`config.mk`:
```
export PLATFORM = sky130hd
export DESIGN_NAME = serirq_gen
export DESIGN_NICKNAME = d
export VERILOG_FILES = /design/src/rtl/serirq_pkg.sv /design/src/rtl/serirq_frame_fsm.sv /design/src/rtl/serirq_slot_drv.sv /design/src/rtl/serirq_mode_trk.sv /design/src/rtl/serirq_gen.sv
export SDC_FILE = /design/constraint.sdc
export NUM_CORES = 1
export LEC_CHECK = 0
export ABC_CLOCK_PERIOD_IN_PS = 6200
export BUFFER_PORTS_ARGS = -buffer_cell sky130_fd_sc_hd__buf_2
export CORE_AREA = 5 5 55 57
export CTS_CLUSTER_DIAMETER = 40
export CTS_CLUSTER_SIZE = 10
export DETAILED_ROUTE_END_ITERATION = 8
export DIE_AREA = 0 0 60 62
export PLACE_DENSITY = 0.77
export SLEW_MARGIN = 15
export SYNTH_ARGS = -nofsm -noshare
export SYNTH_HDL_FRONTEND = slang
export SYNTH_HIERARCHICAL = 1
export SYNTH_SLANG_ARGS = --single-unit
```
`constraint.sdc`:
```
create_clock -name clk_i -period 6.2 [get_ports clk_i]
set_clock_uncertainty 0.1 [all_clocks]
set_input_delay 1.24 -clock clk_i [delete_from_list [all_inputs] [get_ports clk_i]]
set_output_delay 1.24 -clock clk_i [all_outputs]
set_load 0.005 [all_outputs]
```
`src/rtl/serirq_pkg.sv`:
```
package serirq_pkg;
  typedef enum logic [1:0] {
    ST_IDLE  = 2'd0,
    ST_START = 2'd1,
    ST_SLOTS = 2'd2,
    ST_STOP  = 2'd3
  } frame_st_t;

  typedef enum logic [1:0] {
    PH_SAMPLE = 2'd0,
    PH_RECOV  = 2'd1,
    PH_TURN   = 2'd2
  } slot_ph_t;
endpackage

```
`src/rtl/serirq_frame_fsm.sv`:
```
module serirq_frame_fsm
  import serirq_pkg::*;
#(
  parameter int NUM_SLOTS  = 17,
  parameter int STOP_CNT_W = 3,
  localparam int SLOT_W    = $clog2(NUM_SLOTS)
) (
  input  logic                  clk_i,
  input  logic                  rst_ni,
  input  logic                  line_i,
  input  logic                  quiet_start_ok_i,
  output frame_st_t             st_q_o,
  output frame_st_t             st_nxt_o,
  output logic [SLOT_W-1:0]     slot_nxt_o,
  output slot_ph_t              ph_nxt_o,
  output logic                  kick_nxt_o,
  output logic                  stop_done_o,
  output logic [STOP_CNT_W-1:0] stop_len_o
);
  localparam logic [SLOT_W-1:0]     LAST_SLOT = SLOT_W'(NUM_SLOTS - 1);
  localparam logic [STOP_CNT_W-1:0] CNT_MAX   = '1;

  frame_st_t             st_q, st_n;
  logic [SLOT_W-1:0]     slot_q, slot_n;
  slot_ph_t              ph_q, ph_n;
  logic [STOP_CNT_W-1:0] cnt_q, cnt_n;

  always_comb begin
    st_n        = st_q;
    slot_n      = slot_q;
    ph_n        = ph_q;
    cnt_n       = cnt_q;
    kick_nxt_o  = 1'b0;
    stop_done_o = 1'b0;
    unique case (st_q)
      ST_IDLE: begin
        if (!line_i) begin
          st_n = ST_START;
        end else if (quiet_start_ok_i) begin
          st_n       = ST_START;
          kick_nxt_o = 1'b1;
        end
      end
      ST_START: begin
        if (line_i) begin
          st_n   = ST_SLOTS;
          slot_n = '0;
          ph_n   = PH_SAMPLE;
        end
      end
      ST_SLOTS: begin
        unique case (ph_q)
          PH_SAMPLE: ph_n = PH_RECOV;
          PH_RECOV:  ph_n = PH_TURN;
          default: begin
            if (slot_q == LAST_SLOT) begin
              st_n  = ST_STOP;
              cnt_n = '0;
            end else begin
              slot_n = slot_q + 1'b1;
              ph_n   = PH_SAMPLE;
            end
          end
        endcase
      end
      default: begin
        if (!line_i) begin
          if (cnt_q != CNT_MAX) cnt_n = cnt_q + 1'b1;
        end else if (cnt_q != '0) begin
          stop_done_o = 1'b1;
          st_n        = ST_IDLE;
        end
      end
    endcase
  end

  always_ff @(posedge clk_i) begin
    if (!rst_ni) begin
      st_q   <= ST_IDLE;
      slot_q <= '0;
      ph_q   <= PH_SAMPLE;
      cnt_q  <= '0;
    end else begin
      st_q   <= st_n;
      slot_q <= slot_n;
      ph_q   <= ph_n;
      cnt_q  <= cnt_n;
    end
  end

  assign st_q_o     = st_q;
  assign st_nxt_o   = st_n;
  assign slot_nxt_o = slot_n;
  assign ph_nxt_o   = ph_n;
  assign stop_len_o = cnt_q;

  AST_SLOT_IN_RANGE: assert property (@(posedge clk_i) disable iff (!rst_ni)
    (st_q == ST_SLOTS) |-> (slot_q <= LAST_SLOT));
  AST_SLOTS_REACH_STOP: assert property (@(posedge clk_i) disable iff (!rst_ni)
    (st_q == ST_SLOTS && slot_q == LAST_SLOT && ph_q == PH_TURN) |=> (st_q == ST_STOP));
endmodule

```
`src/rtl/serirq_slot_drv.sv`:
```
module serirq_slot_drv
  import serirq_pkg::*;
#(
  parameter int               NUM_SLOTS = 17,
  parameter logic [NUM_SLOTS-1:0] SLOT_EN = 17'h1FFFA,
  localparam int              SLOT_W    = $clog2(NUM_SLOTS)
) (
  input  logic                 clk_i,
  input  logic                 rst_ni,
  input  logic [NUM_SLOTS-1:0] req_i,
  input  frame_st_t            st_nxt_i,
  input  logic [SLOT_W-1:0]    slot_nxt_i,
  input  slot_ph_t             ph_nxt_i,
  input  logic                 kick_nxt_i,
  output logic                 req_any_o,
  output logic                 oe_o,
  output logic                 val_o,
  output logic                 in_slots_o
);
  logic [NUM_SLOTS-1:0] req_eff;

  for (genvar k = 0; k < NUM_SLOTS; k++) begin : g_slot_mask
    if (SLOT_EN[k]) begin : g_on
      assign req_eff[k] = req_i[k];
    end else begin : g_off
      assign req_eff[k] = 1'b0;
    end
  end

  assign req_any_o = |req_eff;

  logic oe_d, val_d, pull_d;
  logic oe_q, val_q, pulled_q, in_slots_q;

  always_comb begin
    oe_d   = 1'b0;
    val_d  = 1'b1;
    pull_d = 1'b0;
    if (kick_nxt_i) begin
      oe_d  = 1'b1;
      val_d = 1'b0;
    end else if (st_nxt_i == ST_SLOTS) begin
      if (ph_nxt_i == PH_SAMPLE && req_eff[slot_nxt_i]) begin
        oe_d   = 1'b1;
        val_d  = 1'b0;
        pull_d = 1'b1;
      end else if (ph_nxt_i == PH_RECOV && pulled_q) begin
        oe_d  = 1'b1;
        val_d = 1'b1;
      end
    end
  end

  always_ff @(posedge clk_i) begin
    if (!rst_ni) begin
      oe_q       <= 1'b0;
      val_q      <= 1'b1;
      pulled_q   <= 1'b0;
      in_slots_q <= 1'b0;
    end else begin
      oe_q       <= oe_d;
      val_q      <= val_d;
      pulled_q   <= pull_d;
      in_slots_q <= (st_nxt_i == ST_SLOTS);
    end
  end

  assign oe_o       = oe_q;
  assign val_o      = val_q;
  assign in_slots_o = in_slots_q;

  AST_LOW_THEN_HIGH: assert property (@(posedge clk_i) disable iff (!rst_ni)
    (oe_q && !val_q && in_slots_q) |=> (oe_q && val_q));
  AST_HIGH_THEN_FLOAT: assert property (@(posedge clk_i) disable iff (!rst_ni)
    (oe_q && val_q) |=> !oe_q);
  AST_HIGH_IN_SLOTS: assert property (@(posedge clk_i) disable iff (!rst_ni)
    (oe_q && val_q) |-> in_slots_q);
  AST_FLOAT_READS_ONE: assert property (@(posedge clk_i) disable iff (!rst_ni)
    !oe_q |-> val_q);
endmodule

```
`src/rtl/serirq_mode_trk.sv`:
```
module serirq_mode_trk #(
  parameter int STOP_CNT_W      = 3,
  parameter int STOP_QUIET_CLKS = 2,
  parameter int STOP_CONT_CLKS  = 3
) (
  input  logic                  clk_i,
  input  logic                  rst_ni,
  input  logic                  stop_done_i,
  input  logic [STOP_CNT_W-1:0] stop_len_i,
  output logic                  mode_quiet_o
);
  localparam logic [STOP_CNT_W-1:0] QUIET_LEN = STOP_CNT_W'(STOP_QUIET_CLKS);
  localparam logic [STOP_CNT_W-1:0] CONT_LEN  = STOP_CNT_W'(STOP_CONT_CLKS);

  logic quiet_q;

  always_ff @(posedge clk_i) begin
    if (!rst_ni) begin
      quiet_q <= 1'b0;
    end else if (stop_done_i) begin
      if (stop_len_i == QUIET_LEN)     quiet_q <= 1'b1;
      else if (stop_len_i >= CONT_LEN) quiet_q <= 1'b0;
    end
  end

  assign mode_quiet_o = quiet_q;

  AST_MODE_HOLD: assert property (@(posedge clk_i) disable iff (!rst_ni)
    !stop_done_i |=> $stable(quiet_q));
  AST_MODE_CONT_ON_LONG: assert property (@(posedge clk_i) disable iff (!rst_ni)
    (stop_done_i && stop_len_i >= CONT_LEN) |=> !quiet_q);
endmodule

```
`src/rtl/serirq_gen.sv`:
```
module serirq_gen
  import serirq_pkg::*;
#(
  parameter int                   NUM_SLOTS       = 17,
  parameter logic [NUM_SLOTS-1:0] SLOT_EN         = 17'h1FFFA,
  parameter int                   STOP_QUIET_CLKS = 2,
  parameter int                   STOP_CONT_CLKS  = 3
) (
  input  logic                 clk_i,
  input  logic                 rst_ni,
  input  logic [NUM_SLOTS-1:0] irq_req_i,
  input  logic                 quiet_en_i,
  input  logic                 clk_stop_i,
  input  logic                 serirq_i,
  output logic                 serirq_o,
  output logic                 serirq_oe_o,
  output logic                 mode_quiet_o,
  output logic                 clkrun_req_o
);
  localparam int SLOT_W     = $clog2(NUM_SLOTS);
  localparam int STOP_CNT_W = $clog2(STOP_CONT_CLKS + 1) + 1;

  frame_st_t             st_q, st_nxt;
  logic [SLOT_W-1:0]     slot_nxt;
  slot_ph_t              ph_nxt;
  logic                  kick_nxt, stop_done, req_any, in_slots, quiet_ok;
  logic [STOP_CNT_W-1:0] stop_len;

  assign quiet_ok = quiet_en_i & mode_quiet_o & req_any;

  serirq_frame_fsm #(
    .NUM_SLOTS (NUM_SLOTS),
    .STOP_CNT_W(STOP_CNT_W)
  ) u_fsm (
    .clk_i           (clk_i),
    .rst_ni          (rst_ni),
    .line_i          (serirq_i),
    .quiet_start_ok_i(quiet_ok),
    .st_q_o          (st_q),
    .st_nxt_o        (st_nxt),
    .slot_nxt_o      (slot_nxt),
    .ph_nxt_o        (ph_nxt),
    .kick_nxt_o      (kick_nxt),
    .stop_done_o     (stop_done),
    .stop_len_o      (stop_len)
  );

  serirq_slot_drv #(
    .NUM_SLOTS(NUM_SLOTS),
    .SLOT_EN  (SLOT_EN)
  ) u_drv (
    .clk_i     (clk_i),
    .rst_ni    (rst_ni),
    .req_i     (irq_req_i),
    .st_nxt_i  (st_nxt),
    .slot_nxt_i(slot_nxt),
    .ph_nxt_i  (ph_nxt),
    .kick_nxt_i(kick_nxt),
    .req_any_o (req_any),
    .oe_o      (serirq_oe_o),
    .val_o     (serirq_o),
    .in_slots_o(in_slots)
  );

  serirq_mode_trk #(
    .STOP_CNT_W     (STOP_CNT_W),
    .STOP_QUIET_CLKS(STOP_QUIET_CLKS),
    .STOP_CONT_CLKS (STOP_CONT_CLKS)
  ) u_mode (
    .clk_i       (clk_i),
    .rst_ni      (rst_ni),
    .stop_done_i (stop_done),
    .stop_len_i  (stop_len),
    .mode_quiet_o(mode_quiet_o)
  );

  logic clkrun_q;
  always_ff @(posedge clk_i) begin
    if (!rst_ni) clkrun_q <= 1'b0;
    else         clkrun_q <= clk_stop_i & req_any;
  end
  assign clkrun_req_o = clkrun_q;

  AST_KICK_ONE_CLOCK: assert property (@(posedge clk_i) disable iff (!rst_ni)
    (serirq_oe_o && !serirq_o && !in_slots) |=> !serirq_oe_o);
  AST_NO_SELF_START: assert property (@(posedge clk_i) disable iff (!rst_ni)
    (st_q == ST_IDLE && (!mode_quiet_o || !quiet_en_i)) |=> !serirq_oe_o);
  AST_CLKRUN_CAUSE: assert property (@(posedge clk_i) disable iff (!rst_ni)
    clkrun_req_o |-> $past(clk_stop_i));
endmodule

```
==> results.json <==
{
  "power.share.switching": 0.4213,
  "drv_slew": 0,
  "gp_congestion": 0.8526,
  "htree_levels": 1,
  "place_area_um2": 1409,
  "ys_warn_count": 6,
  "root_buffer": "clkbuf_4",
  "clock-sinks": 17,
  "worst_slew_pin_slew_ns": 0.5830,
  "p_total_uw": 382.6,
  "critPathMaxFanout": 8,
  "die_area_um2": 3720,
  "vdd_drop_max_mv": 0.2123,
  "path_delay_family": "simple AND/OR/NAND/NOR gates",
  "vias": 1229,
  "path_cells": "buf_2, nor2b_1, o31ai_1, nand2_1, mux4_2, nor2_2, a211oi_2, o2111ai_2, a21boi_1",
  "relSlewSlack": 0.6105,
  "final_nets": 203,
  "grt_max_degree": 18,
  "die_h_um": 62,
  "seq_power_share": 0.348,
  "rows": 18,
  "crit_buf_inv": 1,
  "intPower_uw": 221.4,
  "maxCapViolations": 0,
  "ctsResizeCount": 0,
  "crit_path_max_incr_delay_ns": 0.58,
  "worst-endpoint-arrival_ns": 3.50,
  "crit_slowest_cell": "mux4_2",
  "ios": 26,
  "ctsHoldBuffers": 0,
  "status": "finished, final reports clean",
  "io_buffers": 23,
  "dr.pass1.iters": 4,
  "switchingPower_uw": 161.2,
  "ant_nets": 0,
  "syn2layout_area_growth_pct": 12.33,
  "p_leak_nw": 0.5815,
  "fp.dieW_um": 60,
  "power.density_nw_per_um2": 266.4,
  "cts_setup_buffers": 0,
  "clkTransAtPathRegs_ns": 0.11,
  "worst_hold_path_type": "reg2reg",
  "crit_path_start_kind": "primary input",
  "hold_violations": 0,
  "design_area_um2": 1436,
  "rsz0062_at_grt": "false",
  "grt_pass1_wl_mm": 4.912,
  "hpwl_mm": 2.351,
  "diodes": 0,
  "coreArea_um2": 2432,
  "finalCritPeriodShare": 0.5433,
  "drt_iter0_markers": 48,
  "worstSetupPathType": "in2reg",
  "holdWs_ns": 0.3799,
  "syn-cell-area_um2": 1279,
  "wirelength_mm": 3.022,
  "cts_buffers": 3,
  "syn_area_per_cell_um2": 8.582,
  "antenna_found_initial": 0,
  "dp.cells": 197,
  "drc": 0,
  "post_route_cells_drive_above_1_share": 0.2398,
  "via_per_inst": 6.114,
  "routedWlPerCell_um": 15.03,
  "pwr-share-comb": 0.492,
  "fin_crit_ns": 3.369,
  "fmax_ghz": 0.2969,
  "worstPathRequired_ns": 6.33,
  "setup_tns_ns": 0,
  "grt.total_usage": 0.1713,
  "p_clk_frac": 0.160,
  "tritoncts": "built",
  "insertion_delay_ns": 0.29,
  "clockBufferDepth": 2,
  "gr-total-overflow": 0,
  "synth_cells": 149,
  "setup_violations": 0,
  "start_util": 0.5257,
  "stdcell_count": 201,
  "grt_pass1_vias": 1151,
  "synth_nets": 180,
  "critPathCaptureType": "register"
}
==> area by class of cell <==
type / instances / area [um^2]
flip-flops and latches: 17 / 340.3
clock buffers: 3 / 22.52
well taps: 30 / 37.54
clock inverters: 1 / 5.005
repair buffers: 23 / 115.1
fillers: 221 / 996.0
multi-input cells: 117 / 878.3
inverters: 10 / 37.54
==> final timing paths <==
| check | cells after the start | to | slack [ns] | start |
|---|---|---|---|---|
| min | 2 | u_drv/oe_o$_SDFF_PN0_ | 0.38 | u_drv/pulled_q$_SDFF_PP0_ |
| max | 9 | u_drv/val_o$_SDFF_PN1_ | 2.83 | serirq_i |
| max reg2reg | 10 | u_drv/val_o$_SDFF_PN1_ | 3.19 | u_fsm/st_q_o[1]$_SDFF_PN0_ |
| min reg2reg | 2 | u_drv/oe_o$_SDFF_PN0_ | 0.38 | u_drv/pulled_q$_SDFF_PP0_ |
==> cells in the final DEF, fill, tap and decap left out, types with 2 or more instances in the layout <==
| cell | instances |
|---|---|
| a211oi_1 | 2 |
| a21oi_1 | 4 |
| a31oi_1 | 2 |
| and3_1 | 4 |
| and3b_1 | 2 |
| buf_2 | 23 |
| clkbuf_4 | 3 |
| dfxtp_1 | 17 |
| ha_1 | 9 |
| inv_1 | 9 |
| mux2_2 | 3 |
| mux2i_1 | 3 |
| mux4_2 | 2 |
| nand2_1 | 16 |
| nand3_1 | 7 |
| nand3b_1 | 3 |
| nand4_1 | 4 |
| nand4b_1 | 2 |
| nor2_1 | 6 |
| nor2b_1 | 5 |
| nor3_1 | 4 |
| nor4_1 | 5 |
| o21ai_0 | 2 |
| o21ai_1 | 2 |
| o31ai_1 | 4 |
| or3_1 | 3 |
| or4_4 | 2 |
==> through the flow <==
step	setup slack, ns	util
floorplan	3.092	-
global placement	2.582	0.5792
detailed placement	2.560	0.5792
CTS	2.841	0.5905
global route	2.662	0.5905
finish	2.831	0.5905
==> flip-flops by register name, summed over array words and instances, names as in the netlist <==
signal / cells
u_fsm/st_q_o: 2
u_drv/val_o: 1
u_mode/mode_quiet_o: 1
clkrun_req_o: 1
u_drv/pulled_q: 1
u_drv/oe_o: 1
u_fsm/slot_q: 5
u_fsm/stop_len_o: 3
u_fsm/ph_q: 2
==> per-layer routing <==
metal | global-route usage | wire (um)
met1 | 0.2128 | 1328
met2 | 0.2963 | 1401
met3 | 0.02273 | 246
met4 | 0.07595 | 45
met5 | 0 | 0
==> worst min-delay path, stage by stage (launching register included) <==
cell	delay (ns)
dfxtp_1	0.33
a32oi_1	0.09
nand2_1	0.05
==> power by group through the flow <==
stage	clock network, mW	registers [mW]	logic [mW]
2_1_floorplan	0	0.133	0.148
3_3_place_gp	0	0.135	0.178
3_5_place_dp	0	0.136	0.186
4_1_cts	0.0632	0.133	0.187
5_1_grt	0.0670	0.135	0.210
6_report	0.0610	0.133	0.188
Note: power is estimated with default switching activity, not from simulation.
